`src/rtl/pix_timing_pkg.sv`:
```
package pix_timing_pkg;
  typedef enum logic [1:0] {
    LVM_GATED = 2'b00,
    LVM_FREE  = 2'b01,
    LVM_RSV2  = 2'b10,
    LVM_RSV3  = 2'b11
  } lv_mode_e;

  function automatic logic lv_is_free(input lv_mode_e m);
    return m == LVM_FREE;
  endfunction
endpackage

```
`src/rtl/pix_wrap_ctr.sv`:
```
module pix_wrap_ctr #(
  parameter int unsigned MAX = 4,
  parameter int unsigned W   = 2
) (
  input  logic         clk_i,
  input  logic         rst_ni,
  input  logic         en_i,
  output logic [W-1:0] cnt_o,
  output logic         last_o
);
  localparam logic [W-1:0] TOP = W'(MAX - 1);

  logic [W-1:0] cnt_q;

  assign last_o = (cnt_q == TOP);
  assign cnt_o  = cnt_q;

  always_ff @(posedge clk_i or negedge rst_ni) begin
    if (!rst_ni)            cnt_q <= '0;
    else if (en_i && last_o) cnt_q <= '0;
    else if (en_i)           cnt_q <= cnt_q + 1'b1;
  end
endmodule

```
`src/rtl/pix_strobe_gen.sv`:
```
module pix_strobe_gen
  import pix_timing_pkg::*;
#(
  parameter int unsigned ACT_W  = 1288,
  parameter int unsigned ACT_H  = 968,
  parameter int unsigned LV_OFS = 6,
  parameter int unsigned CW     = 11,
  parameter int unsigned RW     = 10
) (
  input  logic          clk_i,
  input  logic          rst_ni,
  input  logic [1:0]    lv_mode_i,
  input  logic          frame_last_i,
  input  logic [CW-1:0] col_i,
  input  logic [RW-1:0] row_i,
  output logic          fv_d_o,
  output logic          lv_d_o
);
  localparam logic [CW:0]   LV_BEG = (CW+1)'(LV_OFS);
  localparam logic [CW:0]   LV_END = (CW+1)'(LV_OFS + ACT_W);
  localparam logic [RW-1:0] ROW_END = RW'(ACT_H);

  lv_mode_e mode_q;
  logic     in_frame, in_line;
  logic [CW:0] col_x;

  // mode changes only at the frame boundary
  always_ff @(posedge clk_i or negedge rst_ni) begin
    if (!rst_ni)           mode_q <= LVM_GATED;
    else if (frame_last_i) mode_q <= lv_mode_e'(lv_mode_i);
  end

  assign col_x    = {1'b0, col_i};
  assign in_frame = (row_i < ROW_END);
  assign in_line  = (col_x >= LV_BEG) && (col_x < LV_END);
  assign fv_d_o   = in_frame;
  assign lv_d_o   = in_line && (in_frame || lv_is_free(mode_q));
endmodule

```
`src/rtl/pix_pattern_gen.sv`:
```
module pix_pattern_gen #(
  parameter int unsigned DW = 12
) (
  input  logic          clk_i,
  input  logic          rst_ni,
  input  logic          clr_i,
  input  logic          valid_i,
  output logic [DW-1:0] data_d_o
);
  logic [DW-1:0] pat_q;

  always_ff @(posedge clk_i or negedge rst_ni) begin
    if (!rst_ni)      pat_q <= '0;
    else if (clr_i)   pat_q <= '0;
    else if (valid_i) pat_q <= pat_q + 1'b1;
  end

  assign data_d_o = valid_i ? pat_q : '0;
endmodule

```
`src/rtl/pix_out_stage.sv`:
```
module pix_out_stage #(
  parameter int unsigned DW = 12
) (
  input  logic          clk_i,
  input  logic          rst_ni,
  input  logic          fv_d_i,
  input  logic          lv_d_i,
  input  logic [DW-1:0] data_d_i,
  output logic          fv_o,
  output logic          lv_o,
  output logic [DW-1:0] data_o
);
  // falling-edge launch gives the receiver a full half period of setup
  always_ff @(negedge clk_i or negedge rst_ni) begin
    if (!rst_ni) begin
      fv_o   <= 1'b0;
      lv_o   <= 1'b0;
      data_o <= '0;
    end else begin
      fv_o   <= fv_d_i;
      lv_o   <= lv_d_i;
      data_o <= data_d_i;
    end
  end
endmodule

```
`src/rtl/pix_timing_gen.sv`:
```
module pix_timing_gen #(
  parameter int unsigned ACT_W  = 1288,
  parameter int unsigned ACT_H  = 968,
  parameter int unsigned HBLANK = 112,
  parameter int unsigned VBLANK = 32,
  parameter int unsigned LV_OFS = 6,
  parameter int unsigned DW     = 12
) (
  input  logic          clk_i,
  input  logic          rst_ni,
  input  logic [1:0]    lv_mode_i,
  output logic          fv_o,
  output logic          lv_o,
  output logic [DW-1:0] data_o
);
  localparam int unsigned ROW_T      = ACT_W + HBLANK;
  localparam int unsigned FRAME_ROWS = ACT_H + VBLANK;
  localparam int unsigned CW = (ROW_T > 1) ? $clog2(ROW_T) : 1;
  localparam int unsigned RW = (FRAME_ROWS > 1) ? $clog2(FRAME_ROWS) : 1;

  logic [CW-1:0] col;
  logic [RW-1:0] row;
  logic          col_last, row_last, frame_last;
  logic          fv_d, lv_d;
  logic [DW-1:0] data_d;

  pix_wrap_ctr #(.MAX(ROW_T), .W(CW)) u_col (
    .clk_i(clk_i), .rst_ni(rst_ni), .en_i(1'b1),
    .cnt_o(col), .last_o(col_last)
  );

  pix_wrap_ctr #(.MAX(FRAME_ROWS), .W(RW)) u_row (
    .clk_i(clk_i), .rst_ni(rst_ni), .en_i(col_last),
    .cnt_o(row), .last_o(row_last)
  );

  assign frame_last = col_last && row_last;

  pix_strobe_gen #(
    .ACT_W(ACT_W), .ACT_H(ACT_H), .LV_OFS(LV_OFS), .CW(CW), .RW(RW)
  ) u_strobe (
    .clk_i(clk_i), .rst_ni(rst_ni), .lv_mode_i(lv_mode_i),
    .frame_last_i(frame_last), .col_i(col), .row_i(row),
    .fv_d_o(fv_d), .lv_d_o(lv_d)
  );

  pix_pattern_gen #(.DW(DW)) u_pat (
    .clk_i(clk_i), .rst_ni(rst_ni), .clr_i(frame_last),
    .valid_i(fv_d && lv_d), .data_d_o(data_d)
  );

  pix_out_stage #(.DW(DW)) u_out (
    .clk_i(clk_i), .rst_ni(rst_ni),
    .fv_d_i(fv_d), .lv_d_i(lv_d), .data_d_i(data_d),
    .fv_o(fv_o), .lv_o(lv_o), .data_o(data_o)
  );
endmodule

```
`config.mk`:
```
export PLATFORM = sky130hd
export DESIGN_NAME = pix_timing_gen
export DESIGN_NICKNAME = d
export VERILOG_FILES = /design/src/rtl/pix_timing_pkg.sv /design/src/rtl/pix_wrap_ctr.sv /design/src/rtl/pix_strobe_gen.sv /design/src/rtl/pix_pattern_gen.sv /design/src/rtl/pix_out_stage.sv /design/src/rtl/pix_timing_gen.sv
export SDC_FILE = /design/constraint.sdc
export NUM_CORES = 1
export LEC_CHECK = 0
export BUFFER_PORTS_ARGS = -buffer_cell sky130_fd_sc_hd__buf_2
export CELL_PAD_IN_SITES_DETAIL_PLACEMENT = 0
export CELL_PAD_IN_SITES_GLOBAL_PLACEMENT = 1
export CORE_MARGIN = 5
export CORE_UTILIZATION = 51
export DETAILED_ROUTE_END_ITERATION = 6
export PLACE_DENSITY = 0.83
export SYNTH_ARGS = -nofsm -noshare
export SYNTH_HDL_FRONTEND = slang
export SYNTH_HIERARCHICAL = 1
export SYNTH_SLANG_ARGS = --single-unit
```
`constraint.sdc`:
```
create_clock -name clk_i -period 4.5 [get_ports clk_i]
set_input_delay 1.125 -clock clk_i [delete_from_list [all_inputs] [get_ports clk_i]]
set_output_delay 1.125 -clock clk_i [all_outputs]
set_load 0.02 [all_outputs]
```
==> results of run 1 <==
## cells in the final DEF, fill, tap and decap left out, types with 4 or more instances in the layout
| cell type | count |
|---|---|
| buf_2 | 17 |
| nor3_1 | 4 |
| nor4_1 | 6 |
| nand3_1 | 11 |
| buf_4 | 6 |
| nand2_1 | 17 |
| o31ai_1 | 4 |
| inv_1 | 5 |
| dfrtn_1 | 14 |
| or3_1 | 7 |
| mux2_2 | 4 |
| dfrtp_1 | 35 |
| clkbuf_8 | 5 |
| xor2_1 | 5 |
| xnor2_1 | 4 |
| a21oi_1 | 10 |
| o21ai_0 | 13 |
| nor2_1 | 9 |
| nand4_1 | 5 |
| and2_1 | 14 |
## layer usage
metal / vias up / share of wire (%) / GRT usage [%]
li1: 841 / - / -
met1: 853 / 47 / 21.1
met3: 4 / 4.4 / 3.09
met4: 0 / 0.75 / 4.37
met5: - / 0 / 0
met2: 40 / 47 / 26.0
## cell families after synthesis
logic type / after synthesis / share of synthesized area [%]
muxes: 6 / 2.74
xor gates and xnor gates: 9 / 3.32
DFF: 49 / 51.6
AOI/OAI and AO/OA: 40 / 10.7
other: 1 / 0.158
adders and majority gates: 3 / 1.58
and+or+nand+nor: 99 / 27.2
buffers and inverters: 10 / 2.69
## state kept, by name (all words and copies together) (netlist names)
| signal | cells |
|---|---|
| u_out/data_o | 12 |
| u_strobe/mode_q | 2 |
| u_pat/pat_q | 12 |
| u_out/fv_o | 1 |
| u_out/lv_o | 1 |
| u_col/cnt_o | 11 |
| u_row/cnt_o | 10 |
## metrics by stage
step / util [%] / hold slack (ns) / total power, mW
floorplan: - / 0.473 / 0.843
global placement: 56.8 / 0.482 / 0.933
detailed placement: 56.8 / 0.505 / 0.949
CTS: 59.2 / 0.526 / 1.24
global route: 59.2 / 0.558 / 1.31
finish: 59.2 / 0.526 / 1.23
## layout make-up
cell class | count | area (sq um) | area share [%]
clock buffers | 7 | 97.6 | 3.71
clock inverters | 1 | 8.76 | 0.333
inverters | 5 | 18.8 | 0.713
multi-input cells | 158 | 1090 | 41.3
flip-flops and latches | 49 | 1230 | 46.6
well taps | 52 | 65.1 | 2.47
repair buffers | 23 | 130 | 4.94
## worst register-to-register path, stage by stage, from the launching register on
cell	delay [ns]
dfrtp_1	0.46
o41a_1	0.44
o21ai_1	0.16
o211a_1	0.17
and2_1	0.38
and2_2	0.21
## worst max path at each step
stage | to | slack (ns)
floorplan | u_out/data_o[3]$_DFF_NN0_ | 0.57
global placement | u_out/data_o[3]$_DFF_NN0_ | 0.53
detailed placement | u_out/data_o[3]$_DFF_NN0_ | 0.48
CTS | data_o[2] | 0.25
global route | lv_o | 0.22
finish | data_o[2] | 0.26
## report_power, final
part           total (mW)  leakage [nW]  switching (mW)  internal, mW
clock network       0.294        0.0536           0.149         0.145
registers           0.648         0.632           0.114         0.534
logic               0.289         0.491           0.169         0.121
total                1.23          1.18           0.431         0.800
==> summary.txt, run 1 <==
Setup path
  – Crit Path Category: flip-flop to primary output
  – Highest-delay cell along the critical path: dfrtn_1
  – Critical path depth: 1
  – Reg-to-reg endpoint: u_out/data_o[3]$_DFF_NN0_
  – Crit path capture type: primary output
  – RR Startpoint: u_col/cnt_o[6]$_DFFE_PN0P_
  – CP Launch Type: flip-flop
  – Worst-case reg-to-reg path depth: 5
  – CP cell instances: buf_2
  – Critical path startpoint: u_out/data_o[2]$_DFF_NN0_
  – Worst path buffer plus inverter count: 1
  – Crit Path Max Fanout: 1
  – CP max stage delay: 0.40 ns
  – Critical path arrival: 3.11 ns
  – Worst path required time: 3.38 ns
  – Family with the most delay on the worst path: flip-flops
  – Flop2flop setup slack: 0.47 ns

Worst hold path
  – Worst Hold Path EP: u_strobe/mode_q[0]$_DFFE_PN0P_
  – Hold Crit Class: flip-flop to flip-flop
  – Hold path cells: 1
  – Hold Startpoint: u_strobe/mode_q[0]$_DFFE_PN0P_

Job
  – Max Cap Viol: 0

Clock tree
  – Hold buffers post-CTS: 0
  – CTS Buf Count: 5
  – CTS root buffer: clkbuf_8
  – Clock tree from TritonCTS: done
  – Clock buffer depth: 2
  – Clock sink count: 49
  – H-tree depth: 2
  – Clock transition at the registers of the reported paths: 0.09 ns
  – Worst skew pair latency: 0.30 ns
  – # resized after CTS: 0
  – Total setup buffers inserted after CTS: 0

Synthesis
  – Mapped cell area: 2380 sq um
  – Fraction of registers with async set/reset: 100%
  – Post-synth top cells: dfrtp_1, nand2_1, and2_1, dfrtn_1, o21ai_0
  – Mapped Cells: 217
  – Synth area leader: dfrtp_1
  – EDFF count, synth: 0
  – Synth Warn #: 6
  – Library cells used by synthesis: 49
  – Dominant cells by area after synthesis: dfrtp_1, dfrtn_1, and2_1
  – Flops & latches, synth: 49
  – Area share of the leading cell type in the synthesized netlist: 36.9%
  – Post-Syn Nets: 224
  – Top FF cell, synth: dfrtp_1
  – Avg Cell Area, Syn: 10.9 sq um
  – Count leader, synth: dfrtp_1
  – Sequential fraction of the synthesis area: 51.6%

Global route
  – First-pass GRT wire length: 7730 um
  – Initial antenna violation count: 0
  – Aggregate global-route resource usage: 15.7%
  – Total gr overflow: 0
  – Largest net degree at the start of global routing: 28
  – Vias in the first global route: 1621

Die
  – Die width: 78.3 um
  – Core area: 4440 sq um
  – IO Count: 18
  – FP Rows: 24
  – Starting density of the core: 53.5%
  – Die H: 78.3 um
  – Die area: 6120 sq um

Status
  – Status: finished, final reports clean

Finish
  – Layout area overhead: 10.8%
  – Non-Filler Instances: 295
  – Final nets: 249
  – Ant. Diodes: 0
  – Fillers: 390
  – Fin area: 2630 sq um
  – Layout cells sized above 1: 19.8%

Place
  – Dpl cells: 287
  – Final GP Congestion: 0.779
  – Input/output buffers: 17
  – Dpl ws: 0.478 ns
  – Detail Placement HPWL: 3120 um
  – Placed Area: 2530 sq um

Route
  – Iteration-0 DRC Markers: 80
  – Avg Vias per Cell: 5.89
  – Final wirelength: 4550 um
  – First-pass DRT Iterations: 4
  – Vias: 1738
  – DRC: 0
  – WL per Instance: 15.4 um
  – Remaining antenna violation count: 0

Timing
  – Skew final: 0.00958 ns
  – Hold Fails Final Rpt: 0
  – Slew @ Worst Pin: 0.686 ns
  – Post-route setup TNS: 0 ns
  – Slew HR: 53.9%
  – Setup ws final: 0.263 ns
  – Max-slew violations: 0
  – Final setup viols: 0
  – RSZ-0062 raised after global routing: no

Pwr
  – Leakage power: 1.18 nW
  – VDD IR max: 0.288 mV
  – Power per cell area: 468 nW/um^2
(Power assumes the default switching activity.)
==> run 2: changes to the inputs <==
CORE_ASPECT_RATIO = 1.25   (was default)
CORE_UTILIZATION = 47   (was 51)
PLACE_DENSITY = 0.77   (was 0.83)
clock period = 4.1 ns   (was 4.5 ns; I/O delays follow)
==> run 2 against run 1 <==
Effect of this change:
- cell count is 3.7% higher
- global-route usage is 0.24 points higher
- final area is 0.95% higher
- wire length is 2.1% higher
- setup slack worse by 0.14 ns
- sequential power is 9.1% higher
- register-to-register slack worse by 0.16 ns
- worst hold slack worse by 0.019 ns
- clock skew is 0.0011 ns higher
- sequential share of layout area is 0.44 points lower
- combinational power is 15% higher
- first-iteration DRC count is 26% lower
- largest cell class unchanged
- largest power group unchanged
- highest routed layer unchanged
==> summary.txt, run 2 (synthesis gave the netlist of run 1 again) <==
Status
  – Status: finished, final reports clean (unchanged)

Die
  – Die width: 73.6 um (was 78.3 um)
  – Die area: 6590 sq um (was 6120 sq um)
  – FP Rows: 29 (was 24)
  – Die H: 89.5 um (was 78.3 um)
  – Starting density of the core: 47.5% (was 53.5%)
  – Core area: 5010 sq um (was 4440 sq um)
  – IO Count: 18 (unchanged)

Setup path
  – Crit path capture type: primary output (unchanged)
  – CP cell instances: buf_2 (unchanged)
  – Crit Path Category: flip-flop to primary output (unchanged)
  – RR Startpoint: u_col/cnt_o[7]$_DFFE_PN0P_ (was u_col/cnt_o[6]$_DFFE_PN0P_)
  – Worst-case reg-to-reg path depth: 5 (unchanged)
  – Worst path buffer plus inverter count: 1 (unchanged)
  – Flop2flop setup slack: 0.31 ns (was 0.47 ns)
  – Critical path arrival: 2.95 ns (was 3.11 ns)
  – CP Launch Type: flip-flop (unchanged)
  – Crit Path Max Fanout: 1 (unchanged)
  – Highest-delay cell along the critical path: dfrtn_1 (unchanged)
  – Worst path required time: 3.07 ns (was 3.38 ns)
  – Family with the most delay on the worst path: flip-flops (unchanged)
  – Reg-to-reg endpoint: u_out/data_o[4]$_DFF_NN0_ (was u_out/data_o[3]$_DFF_NN0_)
  – CP max stage delay: 0.43 ns (was 0.40 ns)

Place
  – Dpl cells: 298 (was 287)
  – Input/output buffers: 17 (unchanged)
  – Dpl ws: 0.302 ns (was 0.478 ns)
  – Final GP Congestion: 0.808 (was 0.779)
  – Detail Placement HPWL: 3270 um (was 3120 um)

Worst hold path
  – Hold Startpoint: u_strobe/mode_q[0]$_DFFE_PN0P_ (unchanged)
  – Hold Crit Class: flip-flop to flip-flop (unchanged)
  – Hold path cells: 1 (unchanged)
  – Worst Hold Path EP: u_strobe/mode_q[0]$_DFFE_PN0P_ (unchanged)

Finish
  – Ant. Diodes: 0 (unchanged)
  – Non-Filler Instances: 306 (was 295)
  – Most frequent cells in the layout: dfrtp_1, buf_2, nand2_1, and2_1, dfrtn_1 (unchanged)
  – Layout area overhead: 11.8% (was 10.8%)
  – Final nets: 250 (was 249)
  – Most common cell after layout, fill and taps aside: dfrtp_1 (unchanged)
  – Layout cells sized above 1: 20.1% (was 19.8%)

Route
  – Wl on met1: 2110 um (was 2160 um)
  – WL per Instance: 15.2 um (was 15.4 um)
  – First-pass DRT Iterations: 4 (unchanged)
  – Metal3 WL: 137 um (was 199 um)
  – Final wirelength: 4640 um (was 4550 um)
  – Iteration-0 DRC Markers: 59 (was 80)
  – Remaining antenna violation count: 0 (unchanged)
  – DRC: 0 (unchanged)
  – Met2 WL: 2330 um (was 2150 um)
  – Top sig layer: met4 (unchanged)
  – Vias: 1732 (was 1738)
  – Avg Vias per Cell: 5.66 (was 5.89)

Timing
  – Hold Fails Final Rpt: 0 (unchanged)
  – Slew HR: 59.1% (was 53.9%)
  – RSZ-0062 raised after global routing: no (unchanged)
  – Final hold slack: 0.507 ns (was 0.526 ns)
  – Slew @ Worst Pin: 0.614 ns (was 0.686 ns)
  – Final setup viols: 0 (unchanged)
  – Post-route setup TNS: 0 ns (unchanged)
  – Max-slew violations: 0 (unchanged)
  – Skew final: 0.0107 ns (was 0.00958 ns)
  – Setup ws final: 0.123 ns (was 0.263 ns)

Global route
  – First-pass GRT wire length: 8070 um (was 7730 um)
  – Initial antenna violation count: 0 (unchanged)
  – Largest net degree at the start of global routing: 27 (was 28)
  – Aggregate global-route resource usage: 15.9% (was 15.7%)
  – Vias in the first global route: 1678 (was 1621)
  – Total gr overflow: 0 (unchanged)

Pwr
  – VDD IR max: 0.329 mV (was 0.288 mV)
  – Total power: 1.37 mW (was 1.23 mW)
  – Power per cell area: 516 nW/um^2 (was 468 nW/um^2)
  – Leakage power: 1.18 nW (about the same)

Clock tree
  – Worst skew pair latency: 0.30 ns (about the same)
  – CTS root buffer: clkbuf_8 (unchanged)
  – H-tree depth: 2 (unchanged)
  – CTS Buf Count: 5 (unchanged)
  – Clock transition at the registers of the reported paths: 0.09 ns (about the same)
  – Total setup buffers inserted after CTS: 0 (unchanged)
  – Clock sink count: 49 (unchanged)
  – Clock tree from TritonCTS: done (unchanged)
  – # resized after CTS: 0 (unchanged)
  – Clock buffer depth: 2 (unchanged)
  – Hold buffers post-CTS: 0 (unchanged)

Job
  – Max Cap Viol: 0 (unchanged)
-- run 2: cell types whose count changed in the layout (fill, tap and decap cells not counted) --
| cell | delta |
|---|---|
| clkbuf_8 | +1 |
| clkinv_4 | -1 |
| buf_4 | +1 |
-- run 2: through the flow --
| step | cell area, sq um | utilization (%) |
|---|---|---|
| CTS | 2660 | 53.1 |
| global route | 2660 | 53.1 |
| detailed placement | 2550 | 50.8 |
| global placement | 2550 | 50.8 |
| finish | 2660 | 53.1 |
| floorplan | 2380 | - |
-- run 2: worst max-delay path by stage --
stage / endpoint / slack [ns] / start / depth (start not counted)
after floorplan: u_out/data_o[3]$_DFF_NN0_ / 0.37 / u_col/cnt_o[6]$_DFFE_PN0P_ / 7
after global placement: u_out/data_o[3]$_DFF_NN0_ / 0.34 / u_col/cnt_o[7]$_DFFE_PN0P_ / 5
after detailed placement: u_out/data_o[4]$_DFF_NN0_ / 0.30 / u_col/cnt_o[7]$_DFFE_PN0P_ / 5
after CTS: lv_o / 0.12 / u_out/lv_o$_DFF_NN0_ / 1
after global routing: data_o[0] / 0.09 / u_out/data_o[0]$_DFF_NN0_ / 1
final: data_o[0] / 0.12 / u_out/data_o[0]$_DFF_NN0_ / 1
-- run 2: layout make-up --
cell class | instances | area, sq um
Multi-Input combinational cell | 158 | 1090
Fill cell | 464 | 2350
Tap cell | 62 | 77.6
Clock buffer | 8 | 111
Sequential cell | 49 | 1230
Timing Repair Buffer | 24 | 138
Inverter | 5 | 18.8
-- run 2: report_power, final --
group | switching (mW) | internal, mW
Sequential | 0.120 | 0.587
Clock | 0.159 | 0.175
Combinational | 0.195 | 0.137
Total | 0.474 | 0.898
-- run 2: per-layer routing --
metal,GRT usage (%),vias to the layer above
met3,3.60,4
li1,-,843
met4,5.44,0
met2,27.2,17
met1,19.8,868
met5,0,-
==> run 3: changes to the inputs <==
RECOVER_POWER = 50   (was default)
==> run 3 against run 2 <==
Effect of this change:
- sequential power barely moved
- setup slack improved by 0.014 ns
- total power fell by 0.62%
- non-clock buffer count did not move
- combinational power fell by 2%
- highest routed layer unchanged
==> summary.txt, run 3 (synthesis gave the netlist of run 1 again) <==
Route
  – First-pass DRT Iterations: 4 (unchanged)
  – Vias: 1717 (was 1732)
  – Avg Vias per Cell: 5.61 (was 5.66)
  – DRC: 0 (unchanged)
  – Iteration-0 DRC Markers: 83 (was 59)
  – Final wirelength: 4640 um (unchanged)
  – WL per Instance: 15.2 um (unchanged)
  – Remaining antenna violation count: 0 (unchanged)

Timing
  – Slew HR: 28.0% (was 59.1%)
  – Slew @ Worst Pin: 1.07 ns (was 0.614 ns)
  – Post-route setup TNS: 0 ns (unchanged)
  – Final setup viols: 0 (unchanged)
  – Skew final: 0.00956 ns (was 0.0107 ns)
  – Hold Fails Final Rpt: 0 (unchanged)
  – RSZ-0062 raised after global routing: no (unchanged)
  – Max-slew violations: 0 (unchanged)
  – Final hold slack: 0.507 ns (about the same)

Clock tree
  – CTS root buffer: clkbuf_8 (unchanged)
  – Total setup buffers inserted after CTS: 0 (unchanged)
  – H-tree depth: 2 (unchanged)
  – Clock tree from TritonCTS: done (unchanged)
  – # resized after CTS: 0 (unchanged)
  – Clock sink count: 49 (unchanged)
  – Clock transition at the registers of the reported paths: 0.08 ns (was 0.09 ns)
  – Hold buffers post-CTS: 0 (unchanged)
  – Clock buffer depth: 2 (unchanged)
  – Worst skew pair latency: 0.30 ns (about the same)
  – CTS Buf Count: 5 (unchanged)

Die
  – Die area: 6590 sq um (unchanged)
  – Die H: 89.5 um (unchanged)
  – FP Rows: 29 (unchanged)
  – Starting density of the core: 47.5% (unchanged)
  – Core area: 5010 sq um (unchanged)
  – Die width: 73.6 um (unchanged)
  – IO Count: 18 (unchanged)

Global route
  – Aggregate global-route resource usage: 15.9% (unchanged)
  – Total gr overflow: 0 (unchanged)
  – Initial antenna violation count: 0 (unchanged)
  – Largest net degree at the start of global routing: 27 (unchanged)
  – Vias in the first global route: 1678 (unchanged)
  – First-pass GRT wire length: 8070 um (unchanged)

Finish
  – Non-Filler Instances: 306 (unchanged)
  – Final nets: 250 (unchanged)
  – Ant. Diodes: 0 (unchanged)
  – Most frequent cells in the layout: dfrtp_1, buf_2, nand2_1, dfrtn_1 (was dfrtp_1, buf_2, nand2_1, and2_1, dfrtn_1)
  – Area of the multi-input gates: 1070 sq um (was 1090 sq um)
  – Layout cells sized above 1: 17.6% (was 20.1%)
  – Register area: 1230 sq um (unchanged)
  – Most common cell after layout, fill and taps aside: dfrtp_1 (unchanged)
  – Fillers: 464 (unchanged)
  – Fin area: 2620 sq um (was 2660 sq um)
  – Layout area overhead: 10.4% (was 11.8%)

Pwr
  – Clk pwr share: 24.3% (about the same)
  – Seq pwr share: 51.8% (was 51.5%)
  – Total power: 1.36 mW (was 1.37 mW)
  – Internal Power: 0.893 mW (was 0.898 mW)
  – Switching share of power: 34.5% (about the same)
  – Power per cell area: 520 nW/um^2 (was 516 nW/um^2)
  – Leakage power: 1.15 nW (was 1.18 nW)
  – Comb pwr share: 23.8% (was 24.2%)
  – VDD IR max: 0.328 mV (was 0.329 mV)
  – Switch Pwr: 0.471 mW (was 0.474 mW)

Setup path
  – Crit Path Max Fanout: 1 (unchanged)
  – Crit path capture type: primary output (unchanged)
  – CP Launch Type: flip-flop (unchanged)
  – Highest-delay cell along the critical path: dfrtn_1 (unchanged)
  – CP cell instances: buf_2 (unchanged)
  – Critical path arrival: 2.94 ns (was 2.95 ns)
  – Worst path required time: 3.07 ns (about the same)
  – Worst path buffer plus inverter count: 1 (unchanged)
  – Crit Path Category: flip-flop to primary output (unchanged)
  – Family with the most delay on the worst path: flip-flops (unchanged)
  – CP max stage delay: 0.42 ns (was 0.43 ns)

Worst hold path
  – Hold Crit Class: flip-flop to flip-flop (unchanged)

Status
  – Status: finished, final reports clean (unchanged)

Place
  – Dpl cells: 298 (unchanged)
  – Final GP Congestion: 0.808 (unchanged)
  – Detail Placement HPWL: 3270 um (unchanged)
  – Input/output buffers: 17 (unchanged)
  – Placed Area: 2550 sq um (unchanged)

Job
  – Max Cap Viol: 0 (unchanged)
==> run 3: cell types whose count changed in the layout (fill, tap and decap cells not counted) <==
cell      before  now
clkbuf_1       1    6
and2_1        14   13
buf_4          7    2
and2_0         0    1
nor4_1         6    7
nor4_4         2    1
==> run 3: path summary, 6_finish.rpt <==
kind	depth (start not counted)	slack, ns	start	endpoint
max	1	0.14	u_out/data_o[0]$_DFF_NN0_	data_o[0]
min	1	0.51	u_strobe/mode_q[0]$_DFFE_PN0P_	u_strobe/mode_q[0]$_DFFE_PN0P_
max reg2reg	5	0.31	u_col/cnt_o[7]$_DFFE_PN0P_	u_out/data_o[4]$_DFF_NN0_
min reg2reg	1	0.51	u_strobe/mode_q[0]$_DFFE_PN0P_	u_strobe/mode_q[0]$_DFFE_PN0P_
max in group asynchronous	1	1.06	rst_ni	u_out/fv_o$_DFF_NN0_
min in group asynchronous	1	0.71	rst_ni	u_col/cnt_o[8]$_DFFE_PN0P_
==> run 3: per-layer routing <==
| metal | up-vias | routed length (um) | GRT usage [%] |
|---|---|---|---|
| met4 | 0 | 64 | 5.44 |
| met5 | - | 0 | 0 |
| met3 | 4 | 154 | 3.60 |
| met2 | 20 | 2320 | 27.2 |
| met1 | 851 | 2110 | 19.8 |
| li1 | 842 | - | - |
==> run 3: layout make-up <==
type,count,share of cell area (%)
flip-flops and latches,49,46.7
multi-input cells,158,40.8
repair buffers,24,4.53
clock buffers,8,4.24
well taps,62,2.96
inverters,5,0.715
==> run 3: power by group through the flow <==
stage | sequential, mW | clock (mW) | combinational [mW]
global route | 0.725 | 0.364 | 0.369
detailed placement | 0.715 | 0 | 0.335
global placement | 0.713 | 0 | 0.323
floorplan | 0.742 | 0 | 0.183
finish | 0.707 | 0.332 | 0.325
CTS | 0.707 | 0.345 | 0.337
==> run 3: through the flow <==
stage	util (%)	setup WS, ns
floorplan	-	0.367
global placement	50.8	0.339
finish	52.4	0.138
global route	52.4	0.0931
CTS	53.1	0.125
detailed placement	50.8	0.302
